[config.mk]
export PLATFORM = sky130hd
export DESIGN_NAME = mem_port_ctrl
export DESIGN_NICKNAME = d
export VERILOG_FILES = /design/src/rtl/mpc_pkg.sv /design/src/rtl/mpc_data_port.sv /design/src/rtl/mpc_fetch_port.sv /design/src/rtl/mpc_mbr_ext.sv /design/src/rtl/mem_port_ctrl.sv
export SDC_FILE = /design/constraint.sdc
export NUM_CORES = 1
export LEC_CHECK = 0
export BUFFER_PORTS_ARGS = -buffer_cell sky130_fd_sc_hd__buf_4
export CORE_AREA = 10 10 150 152
export CTS_CLUSTER_DIAMETER = 40
export CTS_CLUSTER_SIZE = 14
export DETAILED_ROUTE_END_ITERATION = 7
export DIE_AREA = 0 0 160 162
export GPL_ROUTABILITY_DRIVEN = 0
export PLACE_DENSITY = 0.66
export SKIP_CTS_REPAIR_TIMING = 1
export SLEW_MARGIN = 20
export SYNTH_ARGS = -nofsm -noshare
export SYNTH_HDL_FRONTEND = slang
export SYNTH_SLANG_ARGS = --single-unit
[constraint.sdc]
create_clock -name clk -period 1.75 [get_ports clk]
set_clock_uncertainty 0.15 [all_clocks]
set_input_delay 0.2625 -clock clk [delete_from_list [all_inputs] [get_ports clk]]
set_output_delay 0.2625 -clock clk [all_outputs]
set_load 0.05 [all_outputs]
[src/rtl/mpc_pkg.sv]
package mpc_pkg;

    localparam int BYTE_W = 8;

    // Strobes carried by one microinstruction
    typedef struct packed {
        logic rd;
        logic wr;
        logic fetch;
    } mem_req_t;

    // Operation presented on the word port in the cycle after the strobe
    typedef enum logic [1:0] {
        DOP_IDLE  = 2'd0,
        DOP_READ  = 2'd1,
        DOP_WRITE = 2'd2
    } dop_e;

    // A read wins over a simultaneous write; the write is dropped.
    function automatic dop_e decode_dop(input logic rd, input logic wr);
        if (rd)
            return DOP_READ;
        else if (wr)
            return DOP_WRITE;
        else
            return DOP_IDLE;
    endfunction

    function automatic logic is_conflict(input mem_req_t r);
        return r.rd && r.wr;
    endfunction

endpackage

[src/rtl/mpc_data_port.sv]
module mpc_data_port
    import mpc_pkg::*;
#(
    parameter int DATA_W = 32,
    parameter int ADDR_W = 32
) (
    input  logic              clk,
    input  logic              rst,
    input  logic              mar_we,
    input  logic [ADDR_W-1:0] mar_d,
    input  logic              mdr_we,
    input  logic [DATA_W-1:0] mdr_d,
    input  mem_req_t          req,
    output logic [ADDR_W-1:0] mar_q,
    output logic [DATA_W-1:0] mdr_q,
    output logic              rw_err,
    output logic [ADDR_W-1:0] dmem_addr,
    output logic              dmem_rd,
    output logic              dmem_wr,
    output logic [DATA_W-1:0] dmem_wdata,
    input  logic [DATA_W-1:0] dmem_rdata
);

    localparam int LANE_SH = $clog2(DATA_W / BYTE_W);

    dop_e op_now;
    dop_e op_q;
    logic conf_q;

    always_comb begin
        op_now = decode_dop(req.rd, req.wr);
    end

    // Address register and the one-cycle request record
    always_ff @(posedge clk) begin
        if (rst) begin
            mar_q  <= '0;
            op_q   <= DOP_IDLE;
            conf_q <= 1'b0;
        end else begin
            if (mar_we)
                mar_q <= mar_d;
            op_q   <= op_now;
            conf_q <= is_conflict(req);
        end
    end

    // Data register: completing read has priority over a datapath load
    always_ff @(posedge clk) begin
        if (rst)
            mdr_q <= '0;
        else if (op_q == DOP_READ)
            mdr_q <= dmem_rdata;
        else if (mdr_we)
            mdr_q <= mdr_d;
    end

    assign dmem_addr  = {mar_q[ADDR_W-LANE_SH-1:0], {LANE_SH{1'b0}}};
    assign dmem_rd    = (op_q == DOP_READ);
    assign dmem_wr    = (op_q == DOP_WRITE);
    assign dmem_wdata = mdr_q;
    assign rw_err     = conf_q;

endmodule

[src/rtl/mpc_fetch_port.sv]
module mpc_fetch_port
    import mpc_pkg::*;
#(
    parameter int ADDR_W = 32
) (
    input  logic              clk,
    input  logic              rst,
    input  logic              pc_we,
    input  logic [ADDR_W-1:0] pc_d,
    input  logic              fetch,
    output logic [ADDR_W-1:0] pc_q,
    output logic [BYTE_W-1:0] mbr_q,
    output logic [ADDR_W-1:0] imem_addr,
    output logic              imem_rd,
    input  logic [BYTE_W-1:0] imem_rdata
);

    logic fetch_q;

    always_ff @(posedge clk) begin
        if (rst) begin
            pc_q    <= '0;
            fetch_q <= 1'b0;
        end else begin
            if (pc_we)
                pc_q <= pc_d;
            fetch_q <= fetch;
        end
    end

    always_ff @(posedge clk) begin
        if (rst)
            mbr_q <= '0;
        else if (fetch_q)
            mbr_q <= imem_rdata;
    end

    assign imem_addr = pc_q;
    assign imem_rd   = fetch_q;

endmodule

[src/rtl/mpc_mbr_ext.sv]
module mpc_mbr_ext
    import mpc_pkg::*;
#(
    parameter int DATA_W = 32
) (
    input  logic [BYTE_W-1:0] mbr,
    output logic [DATA_W-1:0] zx,
    output logic [DATA_W-1:0] sx
);

    generate
        if (DATA_W > BYTE_W) begin : g_wide
            localparam int FILL_W = DATA_W - BYTE_W;
            assign zx = {{FILL_W{1'b0}}, mbr};
            assign sx = {{FILL_W{mbr[BYTE_W-1]}}, mbr};
        end else begin : g_narrow
            assign zx = mbr;
            assign sx = mbr;
        end
    endgenerate

endmodule

[src/rtl/mem_port_ctrl.sv]
module mem_port_ctrl
    import mpc_pkg::*;
#(
    parameter int DATA_W = 32,
    parameter int ADDR_W = 32
) (
    input  logic              clk,
    input  logic              rst,
    input  logic              mar_we,
    input  logic [ADDR_W-1:0] mar_d,
    input  logic              mdr_we,
    input  logic [DATA_W-1:0] mdr_d,
    input  logic              pc_we,
    input  logic [ADDR_W-1:0] pc_d,
    input  logic              rd_req,
    input  logic              wr_req,
    input  logic              fetch_req,
    output logic [ADDR_W-1:0] mar_q,
    output logic [DATA_W-1:0] mdr_q,
    output logic [ADDR_W-1:0] pc_q,
    output logic [7:0]        mbr_q,
    output logic [DATA_W-1:0] mbr_zx,
    output logic [DATA_W-1:0] mbr_sx,
    output logic              rw_err,
    output logic [ADDR_W-1:0] dmem_addr,
    output logic              dmem_rd,
    output logic              dmem_wr,
    output logic [DATA_W-1:0] dmem_wdata,
    input  logic [DATA_W-1:0] dmem_rdata,
    output logic [ADDR_W-1:0] imem_addr,
    output logic              imem_rd,
    input  logic [7:0]        imem_rdata
);

    mem_req_t req;

    always_comb begin
        req.rd    = rd_req;
        req.wr    = wr_req;
        req.fetch = fetch_req;
    end

    mpc_data_port #(
        .DATA_W(DATA_W),
        .ADDR_W(ADDR_W)
    ) data_port_i (
        .clk       (clk),
        .rst       (rst),
        .mar_we    (mar_we),
        .mar_d     (mar_d),
        .mdr_we    (mdr_we),
        .mdr_d     (mdr_d),
        .req       (req),
        .mar_q     (mar_q),
        .mdr_q     (mdr_q),
        .rw_err    (rw_err),
        .dmem_addr (dmem_addr),
        .dmem_rd   (dmem_rd),
        .dmem_wr   (dmem_wr),
        .dmem_wdata(dmem_wdata),
        .dmem_rdata(dmem_rdata)
    );

    mpc_fetch_port #(
        .ADDR_W(ADDR_W)
    ) fetch_port_i (
        .clk       (clk),
        .rst       (rst),
        .pc_we     (pc_we),
        .pc_d      (pc_d),
        .fetch     (req.fetch),
        .pc_q      (pc_q),
        .mbr_q     (mbr_q),
        .imem_addr (imem_addr),
        .imem_rd   (imem_rd),
        .imem_rdata(imem_rdata)
    );

    mpc_mbr_ext #(
        .DATA_W(DATA_W)
    ) mbr_ext_i (
        .mbr(mbr_q),
        .zx (mbr_zx),
        .sx (mbr_sx)
    );

endmodule

==> run summary, run 1 <==
Worst slew margin = 64.65%
CTS Root Cell = clkbuf_16
Failing checks = hold timing
Initial Util = 28.09%
Initial drt markers = 155
Yosys top cell area share = 39.68%
Mux contribution to synthesized area = 19.10%
WHS = -0.005714 ns
Largest family of logic cells by synthesized area = buffers and inverters
Chip height = 162 microns
HP Start = imem_rdata[6]
Cell area after synthesis = 5449 sq um
Largest net degree at the start of global routing = 35
Final HPWL DP = 15940 microns
Fillers = 1969
Hold/Removal Path Class = input pin to flop
Congestion Overflow GR = 0
Core box area = 19400 sq um
CP max FO = 11
Maxcap violations = 0
N_diodes = 0
Clk sinks = 108
Hold Path Cell Cnt = 3
Commonest non-fill, non-tap cell in the layout = buf_4
Fraction of synthesized cell area in xor and xnor cells = 0%
Die area = 25920 sq um
R2R cell count = 3
Final worst slack = 0.07752 ns
Worst-margin pin slew = 0.5303 ns
Synth cell types = 15
Worst setup path startpoint = data_port_i.op_q[0]
Clk Latency, worst-skew pair = 0.35 ns
Detailed Route WL = 19650 microns
Tcrit/Tclk final = 95.57%
Total Power = 7.458 mW
First-pass GRT wire length = 28750 microns
Fmax = 0.5979 GHz
Die W = 160 microns
Routed via count divided by cell count = 4.111
RSZ-0062 raised after global routing = no
Status = finished with violations
PwrDens = 943.3 nW/um^2
Vias = 4411
Post-Synth Simple-Gate Area = 10.26%
Synth area leader = dfxtp_1
DP Area = 7497 sq um
Reg clk slew, reported paths = 0.08 ns
Lkg Pwr = 4.053 nW
Total GRT Usage = 13.82%
First-pass detailed-route iteration total = 4
Post-Route Utilization = 40.76%
Syn_area_per_cell = 9.871 sq um
Worst Setup End Kind = output pin
Routed WL per cell = 18.31 microns
Register area share after synthesis = 39.68%
CTS tree = yes
Longest Clk Path Bufs = 2
DRT antenna net count = 0
Compound-Gate Fraction of Synth Area = 4.501%
Vias in the first global route = 4762
Hold Vio Cnt, Final = 12
Final setup viols = 0
Layout cells sized above 1 = 52.23%
Cts bufs inserted = 9
Setup TNS = 0 ns
Synthesized flop and latch total = 108
Fin crit period = 1.672 ns
Ys Warns = 0
Commonest cells after routing, fill and taps aside = buf_4 (396), dfxtp_1 (106), mux2i_1 (104)
Number of port buffers = 385
FF-to-FF Start = data_port_i.op_q[0]
Pre-CTS WS = 0.3131 ns
Slew Limit Fails = 0
WP data required = 1.34 ns
Adder-cell share of the synthesized area = 0%
Final instance area = 7906 sq um
Top post-synthesis cells by area = dfxtp_1 (40%), buf_4 (23%), mux2i_1 (19%)
Placement Rows = 51
Maximum vdd drop = 0.0005172 V
CP Launch Type = flop
Final nets = 947
Synth-to-layout area growth = 45.10%
Syn Inst Count = 552
I/O pins = 412
H-tree Lvls = 3
Initial antenna violation count = 0
Critical path arrival = 1.26 ns
DRC = 0
Setup CP Type = flop to output pin
layout make-up:
type	count	area (sq um)	area share, %
Timing Repair Buffer	410	3153	39.88
Sequential cell	108	2167	27.41
Multi-Input combinational cell	273	1954	24.72
Tap cell	265	331.6	4.194
Clock buffer	10	239.0	3.023
Clock inverter	6	57.56	0.7280
Inverter	1	3.754	0.04748
Yosys cell counts:
library cell	count
nand2b_4	1
nor3b_1	33
and3b_1	1
nor2b_1	3
dfxtp_1	108
clkbuf_1	12
nor2_1	72
buf_4	167
inv_1	1
mux2i_1	104
a211oi_1	31
conb_1	1
a211oi_2	1
buf_6	8
buf_2	9
worst paths after layout:
check                                to  slack, ns
min               fetch_port_i.mbr_q[6]     -0.006
max                             dmem_wr       0.08
max reg2reg  data_port_i.dmem_wdata[21]       0.43
min reg2reg       data_port_i.mar_q[30]       0.36
state kept, by name, indices dropped and copies added, names as in the netlist:
| name | cells |
|---|---|
| data_port_i.dmem_wdata | 32 |
| data_port_i.mar_q | 32 |
| data_port_i.op_q | 2 |
| data_port_i.rw_err | 1 |
| fetch_port_i.imem_addr | 32 |
| fetch_port_i.imem_rd | 1 |
| fetch_port_i.mbr_q | 8 |
worst max-delay path, stage by stage, from the launching register on:
cell and delay (ns):
dfxtp_1 0.37, buf_4 0.20, nor2b_2 0.13, buf_4 0.21
where the power goes:
| part | total, mW | internal, mW | switching (mW) |
|---|---|---|---|
| combinational | 2.66 | 0.855 | 1.80 |
| sequential | 2.78 | 2.62 | 0.159 |
| clock | 2.02 | 1.04 | 0.987 |
stage by stage:
step | hold slack, ns | std cells
2_1_floorplan | 0.1886 | 577
3_3_place_gp | 0.3202 | 1046
3_5_place_dp | 0.3192 | 1046
4_1_cts | -0.06291 | 1062
5_1_grt | 0.0001676 | 1073
6_report | -0.005714 | 1073
per-layer routing:
layer	track usage [%]	wire length [microns]	share of wire (%)
met1	15.16	7778	40
met2	24.03	9863	50
met3	5.460	1752	8.9
met4	4.341	257	1.3
met5	0	0	0
kinds of logic (layout without fill, tap and decap cells):
kind of cell	after synthesis	count (layout)
AO/OA/AOI/OAI	32	32
buffers and inverters	197	427
flip-flops	108	108
multiplexers	104	104
other	1	26
AND/OR/NAND/NOR	110	111
Power figures use the tool's default switching activity.
==> inputs of run 2 (changes only) <==
--- a/config.mk
+++ b/config.mk
@@ -11,8 +11,8 @@
 export CTS_CLUSTER_SIZE = 14
 export DETAILED_ROUTE_END_ITERATION = 7
 export DIE_AREA = 0 0 160 162
-export GPL_ROUTABILITY_DRIVEN = 0
 export PLACE_DENSITY = 0.66
+export SETUP_SLACK_MARGIN = 0.4
 export SKIP_CTS_REPAIR_TIMING = 1
 export SLEW_MARGIN = 20
 export SYNTH_ARGS = -nofsm -noshare
==> run 2 against run 1 <==
Against the previous run: the run still ends with hold timing left; wire length rose by 9.1%; power rose by 6.7%; maximum frequency grew 8.1%; core utilization increased by 7.7 points; register-to-register slack better by 0.08 ns; combinational power up 14%; final area grew 19%; via count up 4.5%; die area stayed put; sequential power up 3%; critical path type unchanged; largest power group is now combinational cells.
==> run summary, run 2 (synthesis results as in run 1) <==
Status = finished with violations (unchanged)
Failing checks = hold timing (unchanged)
Total GRT Usage = 14.15% (was 13.82%)
FF-to-FF Start = data_port_i.op_q[1] (was data_port_i.op_q[0])
RSZ-0062 raised after global routing = yes (was no)
RR Endpoint = data_port_i.dmem_wdata[26] (was data_port_i.dmem_wdata[21])
Final HPWL DP = 16150 microns (was 15940 microns)
Commonest cells after routing, fill and taps aside = buf_6 (179), buf_4 (172), mux2i_1 (104) (was buf_4 (396), dfxtp_1 (106), mux2i_1 (104))
Core box area = 19400 sq um (unchanged)
H-tree Lvls = 3 (unchanged)
Post-Route Utilization = 48.47% (was 40.76%)
DRT antenna net count = 0 (unchanged)
HP Start = imem_rdata[7] (was imem_rdata[6])
Number of port buffers = 385 (unchanged)
Routed via count divided by cell count = 4.239 (was 4.111)
Buffer and inverter count on the worst path = 2 (unchanged)
Vias = 4608 (was 4411)
Setup TNS = 0 ns (unchanged)
CTS tree = yes (unchanged)
CP Launch Type = flop (unchanged)
Critical path arrival = 1.14 ns (was 1.26 ns)
Die W = 160 microns (unchanged)
Largest net degree at the start of global routing = 37 (was 35)
Die area = 25920 sq um (unchanged)
Routed WL per cell = 19.72 microns (was 18.31 microns)
Lkg Pwr = 4.462 nW (was 4.053 nW)
Slew Limit Fails = 0 (unchanged)
Initial antenna violation count = 0 (unchanged)
Detailed Route WL = 21440 microns (was 19650 microns)
Maximum vdd drop = 0.0003831 V (was 0.0005172 V)
CP top delay family = flip-flops (was buffers and inverters)
Fin crit period = 1.548 ns (was 1.672 ns)
Critical path, cell by cell = buf_12 > nor2b_4 > buf_8 (was buf_4 > nor2b_2 > buf_4)
Tcrit/Tclk final = 88.45% (was 95.57%)
PwrDens = 846.3 nW/um^2 (was 943.3 nW/um^2)
Hold Path Cell Cnt = 3 (unchanged)
Worst path depth = 3 (unchanged)
Worst Setup End Kind = output pin (unchanged)
Hold/Removal Path Class = input pin to flop (unchanged)
WP data required = 1.34 ns (about the same)
Initial Util = 28.09% (unchanged)
Fmax = 0.6461 GHz (was 0.5979 GHz)
CP max stage cell = dfxtp_2 (was dfxtp_1)
Clk sinks = 108 (unchanged)
Maxcap violations = 0 (unchanged)
Gp weighted congestion = 0.7485
Final nets = 961 (was 947)
Initial drt markers = 142 (was 155)
Critical Path Max Stage Delay = 0.35 ns (was 0.37 ns)
Placement Rows = 51 (unchanged)
Longest Clk Path Bufs = 2 (unchanged)
Clk Latency, worst-skew pair = 0.34 ns (was 0.35 ns)
First-pass detailed-route iteration total = 4 (unchanged)
R2r setup slk = 0.51 ns (was 0.43 ns)
Worst Hold End = fetch_port_i.mbr_q[7] (was fetch_port_i.mbr_q[6])
Congestion Overflow GR = 0 (unchanged)
CP max FO = 23 (was 11)
I/O pins = 412 (unchanged)
Chip height = 162 microns (unchanged)
CTS Root Cell = clkbuf_16 (unchanged)
Hold Vio Cnt, Final = 12 (unchanged)
Layout cells sized above 1 = 65.09% (was 52.23%)
WHS = -0.004194 ns (was -0.005714 ns)
Final setup viols = 0 (unchanged)
First-pass GRT wire length = 29200 microns (was 28750 microns)
N_diodes = 0 (unchanged)
DRC = 0 (unchanged)
Reg clk slew, reported paths = 0.08 ns (about the same)
Cts bufs inserted = 9 (unchanged)
Commonest non-fill, non-tap cell in the layout = buf_6 (was buf_4)
Synth-to-layout area growth = 72.56% (was 45.10%)
Setup CP Type = flop to output pin (unchanged)
Total Power = 7.957 mW (was 7.458 mW)
Vias in the first global route = 4786 (was 4762)
R2R cell count = 4 (was 3)
-- run 2: worst reg2reg max path: stages (launching register included) --
cell,delay (ns)
dfxtp_2,0.33
buf_6,0.13
buf_4,0.19
nor3b_1,0.25
a211oi_1,0.08
-- run 2: report_power, final --
part	internal, mW	total, mW	switching, mW
combinational	1.16	3.02	1.86
sequential	2.65	2.86	0.211
clock	1.11	2.08	0.967
-- run 2: through the flow --
stage | hold WS [ns] | setup WS, ns | instances | cell area [sq um]
finish | -0.004194 | 0.2021 | 1087 | 9403
global route | -0.0009196 | 0.1519 | 1087 | 9403
CTS | -0.08685 | 0.04282 | 1062 | 7818
detailed placement | 0.2950 | 0.4359 | 1046 | 7511
global placement | 0.2929 | 0.4536 | 1046 | 7511
floorplan | 0.1812 | 0.3640 | 577 | 5562
-- run 2: layer usage --
metal | global-route usage [%] | wire length (microns) | vias up
met5 | 0 | 0 | -
met2 | 23.73 | 10860 | 253
met4 | 3.548 | 248 | 0
li1 | - | - | 2193
met3 | 7.887 | 2407 | 13
met1 | 15.17 | 7918 | 2149
-- run 2: cell type report --
class,count,area (sq um)
Clock buffer,12,266.5
Clock inverter,4,40.04
Fill cell,1765,9996
Inverter,1,7.507
Multi-Input combinational cell,272,1951
Sequential cell,108,2318
Tap cell,265,331.6
Timing Repair Buffer,425,4488
-- run 2: worst max-delay path by stage --
| stage | end | start | slack (ns) |
|---|---|---|---|
| floorplan | dmem_rd | data_port_i.op_q[1] | 0.36 |
| global placement | dmem_wr | data_port_i.op_q[0] | 0.45 |
| detailed placement | dmem_wr | data_port_i.op_q[0] | 0.44 |
| CTS | dmem_wr | data_port_i.op_q[0] | 0.04 |
| global route | dmem_wr | data_port_i.op_q[1] | 0.15 |
| finish | dmem_wr | data_port_i.op_q[0] | 0.20 |
==> inputs of run 3 (changes only) <==
--- a/config.mk
+++ b/config.mk
@@ -6,12 +6,14 @@
 export NUM_CORES = 1
 export LEC_CHECK = 0
 export BUFFER_PORTS_ARGS = -buffer_cell sky130_fd_sc_hd__buf_4
-export CORE_AREA = 10 10 150 152
+export CELL_PAD_IN_SITES_DETAIL_PLACEMENT = 0
+export CELL_PAD_IN_SITES_GLOBAL_PLACEMENT = 2
+export CORE_MARGIN = 10
+export CORE_UTILIZATION = 21
 export CTS_CLUSTER_DIAMETER = 40
 export CTS_CLUSTER_SIZE = 14
 export DETAILED_ROUTE_END_ITERATION = 7
-export DIE_AREA = 0 0 160 162
-export PLACE_DENSITY = 0.66
+export PLACE_DENSITY = 0.85
 export SETUP_SLACK_MARGIN = 0.4
 export SKIP_CTS_REPAIR_TIMING = 1
 export SLEW_MARGIN = 20
==> run 3 against run 2 <==
Against the previous run: global-route usage is 2.8 points lower; wire length increased by 1.3%; critical endpoint is now dmem_rd; clock-buffer cell count fell by 3; the run still ends with hold timing left; critical path type unchanged; core utilization is 10 points lower; register-to-register slack got worse by 0.02 ns; first-iteration DRC count shrank 15%.
==> run summary, run 3 (synthesis results as in run 1) <==
WP data required = 1.34 ns (about the same)
CP max stage cell = dfxtp_2 (unchanged)
Maxcap violations = 0 (unchanged)
R2r setup slk = 0.49 ns (was 0.51 ns)
Fin crit period = 1.566 ns (was 1.548 ns)
Vias = 4619 (was 4608)
Logic pwr share = 38.4% (was 38.0%)
Maximum vdd drop = 0.0003602 V (was 0.0003831 V)
Placement Rows = 58 (was 51)
Reg clk slew, reported paths = 0.08 ns (about the same)
Layout cells sized above 1 = 64.51% (was 65.09%)
I/O pins = 412 (unchanged)
Sequential cell area = 2352 sq um (was 2318 sq um)
Clock power share = 25.8% (was 26.1%)
Routed via count divided by cell count = 3.965 (was 4.239)
Longest Clk Path Bufs = 2 (unchanged)
Lkg Pwr = 4.540 nW (was 4.462 nW)
Switching share of power = 39.15% (was 38.15%)
Worst Setup End Kind = output pin (unchanged)
Setup TNS = 0 ns (unchanged)
Hold Path Cell Cnt = 2 (was 3)
Internal = 4.857 mW (was 4.922 mW)
Final instance area = 9756 sq um (was 9403 sq um)
H-tree Lvls = 3 (unchanged)
Placed instance count = 1109 (was 1046)
Final setup viols = 0 (unchanged)
Setup CP Type = flop to output pin (unchanged)
Core box area = 25330 sq um (was 19400 sq um)
Chip height = 181.1 microns (was 162 microns)
First-pass detailed-route iteration total = 4 (unchanged)
Final nets = 973 (was 961)
Worst path depth = 3 (unchanged)
RSZ-0062 raised after global routing = yes (unchanged)
Die W = 181.1 microns (was 160 microns)
Routed WL per cell = 18.64 microns (was 19.72 microns)
CTS tree = yes (unchanged)
Congestion Overflow GR = 0 (unchanged)
Clk sinks = 108 (unchanged)
DP Area = 7590 sq um (was 7511 sq um)
Status = finished with violations (unchanged)
Final Non-Filler Cells = 1165 (was 1087)
DRT antenna net count = 0 (unchanged)
Number of port buffers = 385 (unchanged)
Cts bufs inserted = 9 (unchanged)
CTS Root Cell = clkbuf_16 (unchanged)
Pre-CTS WS = 0.3684 ns (was 0.4359 ns)
Fmax = 0.6384 GHz (was 0.6461 GHz)
Initial drt markers = 121 (was 142)
Vias in the first global route = 4778 (was 4786)
Clk Latency, worst-skew pair = 0.34 ns (about the same)
Gp weighted congestion = 0.7490 (was 0.7485)
Initial antenna violation count = 1 (was 0)
Initial Util = 21.51% (was 28.09%)
CP Launch Type = flop (unchanged)
Slew Limit Fails = 0 (unchanged)
Final HPWL DP = 16400 microns (was 16150 microns)
Buffer and inverter count on the worst path = 2 (unchanged)
R2R cell count = 3 (was 4)
Net Switching = 3.125 mW (was 3.036 mW)
First-pass GRT wire length = 29700 microns (was 29200 microns)
Commonest cells after routing, fill and taps aside = buf_6 (167), buf_4 (164), mux2i_1 (104) (was buf_6 (179), buf_4 (172), mux2i_1 (104))
Failing checks = hold timing (unchanged)
Detailed Route WL = 21710 microns (was 21440 microns)
Hold/Removal Path Class = input pin to flop (unchanged)
PwrDens = 818.2 nW/um^2 (was 846.3 nW/um^2)
CP top delay family = flip-flops (unchanged)
CP max FO = 6 (was 23)
Multi-input logic area = 1956 sq um (was 1951 sq um)
Fillers = 2422 (was 1765)
Critical Path Max Stage Delay = 0.36 ns (was 0.35 ns)
Synth-to-layout area growth = 79.04% (was 72.56%)
Final worst slack = 0.1836 ns (was 0.2021 ns)
Commonest non-fill, non-tap cell in the layout = buf_6 (unchanged)
Die area = 32790 sq um (was 25920 sq um)
Part of the power in registers = 35.8% (was 35.9%)
Largest net degree at the start of global routing = 40 (was 37)
Total GRT Usage = 11.34% (was 14.15%)
Critical path, cell by cell = nand2b_4 > clkinvlp_4 > buf_6 (was buf_12 > nor2b_4 > buf_8)
Tcrit/Tclk final = 89.51% (was 88.45%)
Total Power = 7.982 mW (was 7.957 mW)
WHS = -0.006242 ns (was -0.004194 ns)
Post-Route Utilization = 38.52% (was 48.47%)
DRC = 0 (unchanged)
Hold Vio Cnt, Final = 8 (was 12)
Critical path arrival = 1.15 ns (was 1.14 ns)
-- run 3: cell types whose count changed in the layout (fill, tap and decap cells not counted), sizes merged --
cell         previous run  this run
dlygate4sd3            15        26
clkbuf                 14        11
clkinvlp                1         3
buf                   408       409
clkinv                  2         3
diode                   0         1
-- run 3: cell type report --
cell class / instances / share of cell area (%)
timing repair buffer: 437 / 48.47
clock inverter: 7 / 0.7311
multi-input combinational: 272 / 20.05
clock buffer: 9 / 2.309
tap: 330 / 4.232
antenna: 1 / 0.02565
sequential: 108 / 24.11
inverter: 1 / 0.07695
-- run 3: metal layers --
layer / up-vias / GRT usage [%] / wire (microns) / part of all wire (%)
li1: 2215 / - / - / -
met1: 2113 / 12.85 / 8456 / 39
met2: 274 / 18.96 / 10650 / 49
met3: 17 / 5.415 / 2364 / 11
met4: 0 / 2.441 / 241 / 1.1
met5: - / 0 / 0 / 0
-- run 3: final timing paths --
| check | startpoint | end |
|---|---|---|
| hold / removal | fetch_req | fetch_port_i.imem_rd |
| hold reg to reg | data_port_i.mar_q[30] | data_port_i.mar_q[30] |
| setup / recovery | data_port_i.op_q[1] | dmem_rd |
| setup reg to reg | data_port_i.op_q[1] | data_port_i.dmem_wdata[20] |
-- run 3: power groups by stage --
| stage | sequential (mW) | combinational [mW] | clock (mW) |
|---|---|---|---|
| after floorplan | 3.34 | 1.50 | 0 |
| after global placement | 2.84 | 2.65 | 0 |
| after detailed placement | 2.84 | 2.66 | 0 |
| after CTS | 2.79 | 2.66 | 2.19 |
| after global routing | 2.89 | 3.19 | 2.27 |
| final | 2.86 | 3.06 | 2.06 |
